**config.mk**
```make
export PLATFORM = sky130hd
export DESIGN_NAME = valley_lock_sel
export DESIGN_NICKNAME = d
export VERILOG_FILES = /design/src/rtl/vls_pkg.sv /design/src/rtl/vls_hyst.sv /design/src/rtl/vls_guard.sv /design/src/rtl/vls_seq.sv /design/src/rtl/valley_lock_sel.sv
export SDC_FILE = /design/constraint.sdc
export NUM_CORES = 1
export LEC_CHECK = 0
export ABC_AREA = 0
export BUFFER_PORTS_ARGS = -buffer_cell sky130_fd_sc_hd__buf_4
export CAP_MARGIN = 20
export CORE_MARGIN = 3
export CORE_UTILIZATION = 55
export CTS_CLUSTER_DIAMETER = 30
export DETAILED_ROUTE_END_ITERATION = 6
export PLACE_DENSITY = 0.83
export SETUP_SLACK_MARGIN = 0.3
export SLEW_MARGIN = 20
export SYNTH_ARGS = -nofsm -noshare
export SYNTH_HDL_FRONTEND = slang
export SYNTH_SLANG_ARGS = --single-unit
```
**constraint.sdc**
```tcl
create_clock -name clk -period 4.67 [get_ports clk]
set_input_delay 1.1675 -clock clk [delete_from_list [all_inputs] [get_ports clk]]
set_output_delay 1.1675 -clock clk [all_outputs]
set_load 0.02 [all_outputs]
```
**src/rtl/vls_pkg.sv**
```systemverilog
`timescale 1ns/1ps
package vls_pkg;
  typedef enum logic [2:0] {
    M_V1  = 3'd1,
    M_V2  = 3'd2,
    M_V3  = 3'd3,
    M_V4  = 3'd4,
    M_VCO = 3'd5
  } vmode_e;

  function automatic logic [2:0] valley_num(input vmode_e m);
    return (m == M_VCO) ? 3'd0 : 3'(m);
  endfunction
endpackage

```
**src/rtl/vls_hyst.sv**
```systemverilog
`timescale 1ns/1ps
module vls_hyst import vls_pkg::*; #(
  parameter int unsigned      FB_W   = 12,
  parameter logic [FB_W-1:0]  TH_D12 = FB_W'(2500),
  parameter logic [FB_W-1:0]  TH_D23 = FB_W'(2300),
  parameter logic [FB_W-1:0]  TH_D34 = FB_W'(2100),
  parameter logic [FB_W-1:0]  TH_D4V = FB_W'(1900),
  parameter logic [FB_W-1:0]  TH_UV4 = FB_W'(2500),
  parameter logic [FB_W-1:0]  TH_U43 = FB_W'(2700),
  parameter logic [FB_W-1:0]  TH_U32 = FB_W'(2900),
  parameter logic [FB_W-1:0]  TH_U21 = FB_W'(3100)
) (
  input  logic            clk,
  input  logic            rst_n,
  input  logic [FB_W-1:0] fb,
  input  logic            cycle_end,
  output vmode_e          mode_q,
  output logic            enter_vco,
  output logic            leave_vco
);
  logic   init_q;
  logic   init_d;
  vmode_e step;
  vmode_e mode_d;

  // one-place hysteretic step from the current mode
  always_comb begin
    case (mode_q)
      M_V1:    step = (fb < TH_D12) ? M_V2 : M_V1;
      M_V2:    step = (fb < TH_D23) ? M_V3 : ((fb > TH_U21) ? M_V1 : M_V2);
      M_V3:    step = (fb < TH_D34) ? M_V4 : ((fb > TH_U32) ? M_V2 : M_V3);
      M_V4:    step = (fb < TH_D4V) ? M_VCO : ((fb > TH_U43) ? M_V3 : M_V4);
      M_VCO:   step = (fb > TH_UV4) ? M_V4 : M_VCO;
      default: step = M_V1;
    endcase
  end

  always_comb begin
    init_d = 1'b0;
    mode_d = mode_q;
    if (init_q) begin
      mode_d = (fb < TH_D4V) ? M_VCO : M_V1;
    end else if (cycle_end) begin
      mode_d = step;
    end
  end

  assign enter_vco = !init_q && cycle_end && (mode_q == M_V4)  && (step == M_VCO);
  assign leave_vco = !init_q && cycle_end && (mode_q == M_VCO) && (step == M_V4);

  always_ff @(posedge clk or negedge rst_n) begin
    if (!rst_n) begin
      mode_q <= M_V1;
      init_q <= 1'b1;
    end else begin
      mode_q <= mode_d;
      init_q <= init_d;
    end
  end

  // selection holds between strobes
  a_r3_hold_between_strobes: assert property (@(posedge clk) disable iff (!rst_n)
    (!cycle_end && !init_q) |=> $stable(mode_q));

  // never more than one place per strobe
  a_r3_single_step: assert property (@(posedge clk) disable iff (!rst_n)
    !init_q |=> ((3'(mode_q) == 3'($past(mode_q))) ||
                 (3'(mode_q) == 3'(3'($past(mode_q)) + 3'd1)) ||
                 (3'(3'(mode_q) + 3'd1) == 3'($past(mode_q)))));
endmodule

```
**src/rtl/vls_guard.sv**
```systemverilog
`timescale 1ns/1ps
module vls_guard #(
  parameter int unsigned DT_ENTER = 230,
  parameter int unsigned DT_LEAVE = 130,
  parameter int unsigned P_SLOW   = 2500,
  parameter int unsigned P_MID    = 1818,
  parameter int unsigned P_FAST   = 1428,
  parameter int unsigned TON_MAX  = 7200
) (
  input  logic       clk,
  input  logic       rst_n,
  input  logic       cycle_end,
  input  logic       fire,
  input  logic       enter_vco,
  input  logic       leave_vco,
  input  logic [1:0] clamp_sel,
  output logic       dt_busy,
  output logic       clamp_ok,
  output logic       ton_limit
);
  localparam int unsigned DT_MAX = (DT_ENTER > DT_LEAVE) ? DT_ENTER : DT_LEAVE;
  localparam int unsigned DW     = $clog2(DT_MAX + 1);
  localparam int unsigned P_AB   = (P_SLOW > P_MID) ? P_SLOW : P_MID;
  localparam int unsigned P_MAX  = (P_AB > P_FAST) ? P_AB : P_FAST;
  localparam int unsigned CW     = $clog2(P_MAX + 1);
  localparam int unsigned OW     = $clog2(TON_MAX + 1);
  localparam logic [DW-1:0] DT_EN_V = DW'(DT_ENTER);
  localparam logic [DW-1:0] DT_LV_V = DW'(DT_LEAVE);
  localparam logic [CW-1:0] P_SAT   = CW'(P_MAX);
  localparam logic [OW-1:0] T_SAT   = OW'(TON_MAX);
  localparam logic [OW-1:0] T_LAST  = OW'(TON_MAX - 1);

  logic [DW-1:0] dt_q, dt_d;
  logic [CW-1:0] cl_q, cl_d, plim;
  logic [OW-1:0] ton_q, ton_d;
  logic          on_q, on_d, lim_q, lim_d;

  // dead time after a low-frequency mode transition
  always_comb begin
    dt_d = dt_q;
    if (enter_vco) begin
      dt_d = DT_EN_V;
    end else if (leave_vco) begin
      dt_d = DT_LV_V;
    end else if (dt_q != '0) begin
      dt_d = dt_q - 1'b1;
    end
  end
  assign dt_busy = (dt_q != '0);

  // minimum period since the previous turn-on
  always_comb begin
    case (clamp_sel)
      2'd1:    plim = CW'(P_SLOW - 1);
      2'd2:    plim = CW'(P_MID - 1);
      2'd3:    plim = CW'(P_FAST - 1);
      default: plim = '0;
    endcase
  end
  assign clamp_ok = (clamp_sel == 2'd0) || (cl_q >= plim);

  always_comb begin
    cl_d = cl_q;
    if (fire) begin
      cl_d = '0;
    end else if (cl_q != P_SAT) begin
      cl_d = cl_q + 1'b1;
    end
  end

  // on-time limit
  always_comb begin
    on_d  = on_q;
    ton_d = ton_q;
    if (fire) begin
      on_d  = 1'b1;
      ton_d = '0;
    end else begin
      if (cycle_end) on_d = 1'b0;
      if (on_q && (ton_q != T_SAT)) ton_d = ton_q + 1'b1;
    end
    lim_d = on_q && !cycle_end && !fire && (ton_q == T_LAST);
  end
  assign ton_limit = lim_q;

  always_ff @(posedge clk or negedge rst_n) begin
    if (!rst_n) begin
      dt_q  <= '0;
      cl_q  <= P_SAT;
      on_q  <= 1'b0;
      ton_q <= '0;
      lim_q <= 1'b0;
    end else begin
      dt_q  <= dt_d;
      cl_q  <= cl_d;
      on_q  <= on_d;
      ton_q <= ton_d;
      lim_q <= lim_d;
    end
  end

  // independent spacing counter for the period check
  logic [CW-1:0] chk_since;
  always_ff @(posedge clk or negedge rst_n) begin
    if (!rst_n) begin
      chk_since <= P_SAT;
    end else if (fire) begin
      chk_since <= '0;
    end else if (chk_since != P_SAT) begin
      chk_since <= chk_since + 1'b1;
    end
  end

  // no start while a dead time runs
  a_r5_dead_time_quiet: assert property (@(posedge clk) disable iff (!rst_n)
    dt_busy |-> !fire);

  // starts are spaced by the selected period
  a_r9_min_period: assert property (@(posedge clk) disable iff (!rst_n)
    (fire && (clamp_sel != 2'd0)) |-> (chk_since >= plim));

  // the limit flag is a single pulse
  a_r10_single_flag: assert property (@(posedge clk) disable iff (!rst_n)
    ton_limit |=> !ton_limit);
endmodule

```
**src/rtl/vls_seq.sv**
```systemverilog
`timescale 1ns/1ps
module vls_seq import vls_pkg::*; #(
  parameter int unsigned TOUT_CYC = 900
) (
  input  logic   clk,
  input  logic   rst_n,
  input  logic   valley_pulse,
  input  logic   cycle_end,
  input  logic   vco_due,
  input  vmode_e mode,
  input  logic   dt_busy,
  input  logic   clamp_ok,
  output logic   fire,
  output logic   turn_on_req
);
  localparam int unsigned TW = $clog2(TOUT_CYC + 1);
  localparam logic [TW-1:0] T_LAST = TW'(TOUT_CYC - 1);
  localparam logic [TW-1:0] T_SAT  = TW'(TOUT_CYC);

  logic          wait_q, wait_d, vok_q, vok_d, req_q;
  logic [2:0]    vcnt_q, vcnt_d;
  logic [TW-1:0] tout_q, tout_d;
  logic          is_vco, accept, target, tout_hit;

  assign is_vco   = (mode == M_VCO);
  assign accept   = valley_pulse && wait_q && !dt_busy && !cycle_end;
  assign target   = is_vco ? vok_q :
                    (({1'b0, vcnt_q} + 4'd1) >= {1'b0, valley_num(mode)});
  assign tout_hit = wait_q && !cycle_end && (tout_q >= T_LAST) && !dt_busy &&
                    clamp_ok && (!is_vco || vok_q);
  assign fire     = (accept && target && clamp_ok) || tout_hit;

  always_comb begin
    wait_d = wait_q;
    vcnt_d = vcnt_q;
    tout_d = tout_q;
    vok_d  = vok_q;
    if (cycle_end) begin
      wait_d = 1'b1;
      vcnt_d = '0;
      tout_d = '0;
      vok_d  = 1'b0;
    end else begin
      if (fire) wait_d = 1'b0;
      if (accept && (vcnt_q != 3'd7)) vcnt_d = vcnt_q + 3'd1;
      if (valley_pulse && wait_q) begin
        tout_d = '0;
      end else if (wait_q && (tout_q != T_SAT)) begin
        tout_d = tout_q + 1'b1;
      end
      if (vco_due) vok_d = 1'b1;
    end
  end

  always_ff @(posedge clk or negedge rst_n) begin
    if (!rst_n) begin
      wait_q <= 1'b1;
      vcnt_q <= '0;
      tout_q <= '0;
      vok_q  <= 1'b0;
      req_q  <= 1'b0;
    end else begin
      wait_q <= wait_d;
      vcnt_q <= vcnt_d;
      tout_q <= tout_d;
      vok_q  <= vok_d;
      req_q  <= fire;
    end
  end
  assign turn_on_req = req_q;

  // one request per off-time
  a_r4_single_pulse: assert property (@(posedge clk) disable iff (!rst_n)
    turn_on_req |=> !turn_on_req);

  // no request outside the off-time
  a_r4_idle_quiet: assert property (@(posedge clk) disable iff (!rst_n)
    !wait_q |=> !turn_on_req);

  // low-frequency mode needs a period-due pulse
  a_r7_vco_gate: assert property (@(posedge clk) disable iff (!rst_n)
    (is_vco && !vok_q) |=> !turn_on_req);
endmodule

```
**src/rtl/valley_lock_sel.sv**
```systemverilog
`timescale 1ns/1ps
module valley_lock_sel import vls_pkg::*; #(
  parameter int unsigned FB_W     = 12,
  parameter int unsigned DT_ENTER = 230,
  parameter int unsigned DT_LEAVE = 130,
  parameter int unsigned TOUT_CYC = 900,
  parameter int unsigned P_SLOW   = 2500,
  parameter int unsigned P_MID    = 1818,
  parameter int unsigned P_FAST   = 1428,
  parameter int unsigned TON_MAX  = 7200
) (
  input  logic            clk,
  input  logic            rst_n,
  input  logic [FB_W-1:0] fb_mv,
  input  logic            valley_pulse,
  input  logic            cycle_end,
  input  logic            vco_due,
  input  logic [1:0]      clamp_sel,
  output logic [2:0]      valley_sel,
  output logic            vco_mode,
  output logic            turn_on_req,
  output logic            ton_limit
);
  vmode_e mode;
  logic   enter_vco, leave_vco, dt_busy, clamp_ok, fire;

  vls_hyst #(.FB_W(FB_W)) u_hyst (
    .clk(clk), .rst_n(rst_n), .fb(fb_mv), .cycle_end(cycle_end),
    .mode_q(mode), .enter_vco(enter_vco), .leave_vco(leave_vco)
  );

  vls_guard #(
    .DT_ENTER(DT_ENTER), .DT_LEAVE(DT_LEAVE), .P_SLOW(P_SLOW),
    .P_MID(P_MID), .P_FAST(P_FAST), .TON_MAX(TON_MAX)
  ) u_guard (
    .clk(clk), .rst_n(rst_n), .cycle_end(cycle_end), .fire(fire),
    .enter_vco(enter_vco), .leave_vco(leave_vco), .clamp_sel(clamp_sel),
    .dt_busy(dt_busy), .clamp_ok(clamp_ok), .ton_limit(ton_limit)
  );

  vls_seq #(.TOUT_CYC(TOUT_CYC)) u_seq (
    .clk(clk), .rst_n(rst_n), .valley_pulse(valley_pulse),
    .cycle_end(cycle_end), .vco_due(vco_due), .mode(mode),
    .dt_busy(dt_busy), .clamp_ok(clamp_ok), .fire(fire),
    .turn_on_req(turn_on_req)
  );

  assign valley_sel = valley_num(mode);
  assign vco_mode   = (mode == M_VCO);
endmodule

```
==> impl_metrics.toml <==
[global_route]
grt_pass1_wl_mm = 12.4
grt_pass1_vias = 2759
antenna_found_initial = 0
grt-ovfl-total = 0
grt_max_degree = 56
grt_usage_pct = 20.8

[final_layout]
drive_above_1_share_pct = 12.7
n_fill_cell = 534
antenna_cells = 0
final_nets = 450
syn_to_final_growth_pct = 9.51

[placement]
port_buffers = 24
gp_congestion = 0.847
dpl.hpwl_mm = 5.30

[logic_synthesis]
syn_nets = 427
syn_inst = 386
synth_seq_area_share_pct = 39.8
synthMostInstantiatedCell = "nor2_1"
async_flop_share_pct = 100
synth_common_cells = "61 x nor2_1, 47 x dfrtp_1, 30 x nand2_1, 23 x inv_1, 22 x ha_1"
yosysWarnings = 0
synth.top_cells.by_area = "dfrtp_1 34%, ha_1 7.9%, nor2_1 6.6%"
netlist_area_um2 = 3490
avgSynthCellArea_um2 = 9.03
synth_cell_types = 67
synth_top_cell_area_share_pct = 33.7
synth_edf_count = 0
netlist.top_cell.by_area = "dfrtp_1"
ys.flop_type = "dfrtp_1"
ys_ff_latch = 55

[clocking]
clock_sinks = 55
clk_transition_reported_paths_ps = 100
clkLatencyLatePin_ps = 310
cts_setup_buffers = 0
htree_levels = 2
postCtsResizedCells = 0
cts_buffer_depth = 2
cts_buffers = 5
ctsHoldBuffers = 0
root_buffer = "clkbuf_8"
cts_tree = "done"

[setup_path]
crit_end = "u_guard.on_q$_DFFE_PN0P_"
rr_worst_depth = 10
arrival_ps = 3460
rr_endpoint = "u_guard.on_q$_DFFE_PN0P_"
reg2reg_setup_slack_ps = 2070
crit_fanout = 28
r2r_start = "u_hyst.mode_q[0]$_DFFE_PN1P_"
end_kind = "register"
worst_setup_path_start_kind = "input port"
critPathRequiredTime_ps = 4880
crit_start = "clamp_sel[0]"
crit_type = "input port to register"

[floorplanning]
die_width_um = 85.6
num_rows = 28
chipHeight_um = 85.6
core_um2 = 6030
ioPinCount = 25
start_util_pct = 57.9
die_area_um2 = 7330

[route]
post-route-drc-count = 0
wirelength_mm = 7.16
final_antenna_net_count = 0
firstDrtPassIters = 4
avgViaCountPerCell = 5.92
drtIter0Drc = 115
vias = 2870
avgRoutedWirePerCell_um = 14.8

[sta]
slew_headroom_pct = 55.0
holdWs_ps = 528
clock-skew-final_ps = 4.46
timing.fmax_mhz = 307
tightest_slew_ps = 675
setup_viol = 0
period_needed_ps = 3260
rsz0062_at_grt = "false"
hold_viol = 0
finalSetupTns_ps = 0
slew_viol_final = 0
fin_crit_sh_pct = 69.7

[pwr]
p_leak_uw = 0.00167
vdd.ir_drop.worst_mv = 0.245
power_density_nw_per_um2 = 356

[hold_path]
worstHoldPathType = "register to register"

[outcome]
status = "complete, no violations"

[run]
drv_cap = 0
## stage by stage
stage	setup slack, ps	total power, µW	util, %	area [µm²]	std cells
after global placement	1160	1060	61.9	3730	477
after CTS	1410	1370	63.4	3820	485
after global routing	1200	1470	63.4	3820	485
after detailed placement	1070	1090	61.9	3730	477
final	1410	1360	63.4	3820	485
after floorplan	1500	971	-	3490	386
## layout make-up
type	count	area [µm²]	share of cell area [%]
Clock inverter	3	22.5	0.590
Inverter	24	90.1	2.36
Tap cell	75	93.8	2.46
Multi-Input combinational cell	298	1970	51.6
Timing Repair Buffer	25	188	4.91
Sequential cell	55	1390	36.3
Clock buffer	5	68.8	1.80
## registers in the layout, indices dropped and copies added (netlist names), 3 cells and up
register / cells
u_hyst.mode_q: 3
u_guard.cl_q: 12
u_guard.dt_q: 8
u_seq.tout_q: 10
u_guard.ton_q: 13
u_seq.vcnt_q: 3
## metal layers
metal / part of all wire, % / global-route usage, %
met5: 0 / 0
met3: 3.6 / 3.65
met4: 0.88 / 5.04
met1: 48 / 28.3
met2: 48 / 34.6
## cells in the final DEF (no fill, tap or decap), drive strengths merged, types with 3 or more instances in the layout
master / count
inv: 25
nand2b: 3
buf: 25
nor4b: 4
a21oi: 13
o311ai: 3
or3: 5
or2: 4
and3: 7
xnor2: 13
clkbuf: 5
nor2: 61
a2111oi: 3
nand3: 21
nand4: 11
or4: 3
dfstp: 8
nor3: 10
ha: 22
dfrtp: 47
xor2: 20
a211oi: 3
nand2: 30
o21ai: 17
o41ai: 3
## power by group
group	switching (µW)	internal [µW]
Sequential	117	575
Clock	161	109
Combinational	218	180
Total	497	864
## critical path, cell delays in order
cell and delay (ps):
buf_4 120, nor2_1 220, inv_1 80, ha_1 260
nand2b_1 130, a2111oi_0 350, o21ai_0 140, a221oi_1 480
nor4b_4 70, buf_4 250, a21o_1 190
## worst min-delay path by stage
stage / startpoint / end / slack (ps) / cells past startpoint
after floorplan: u_seq.wait_q$_DFFE_PN1P_ / u_seq.wait_q$_DFFE_PN1P_ / 460 / 2
after global placement: u_seq.vok_q$_DFFE_PN0P_ / u_seq.vok_q$_DFFE_PN0P_ / 490 / 2
after detailed placement: u_guard.dt_q[1]$_DFFE_PN0P_ / u_guard.dt_q[1]$_DFFE_PN0P_ / 510 / 1
after CTS: u_seq.wait_q$_DFFE_PN1P_ / u_seq.wait_q$_DFFE_PN1P_ / 530 / 2
after global routing: u_seq.wait_q$_DFFE_PN1P_ / u_seq.wait_q$_DFFE_PN1P_ / 550 / 2
final: u_seq.wait_q$_DFFE_PN1P_ / u_seq.wait_q$_DFFE_PN1P_ / 530 / 2
## kinds of logic (layout without fill, tap and decap cells)
kind of cell	after synthesis	count (layout)	synth area share [%]
mux	1	1	0.287
buf+inv	33	57	3.77
fa+ha+maj	22	22	7.89
simple gates	175	175	25.8
flops	55	55	39.8
xor+xnor	33	33	8.29
other cells	1	1	0.108
compound gates	66	66	14.1
No activity file was read; power rests on OpenSTA's default activity.
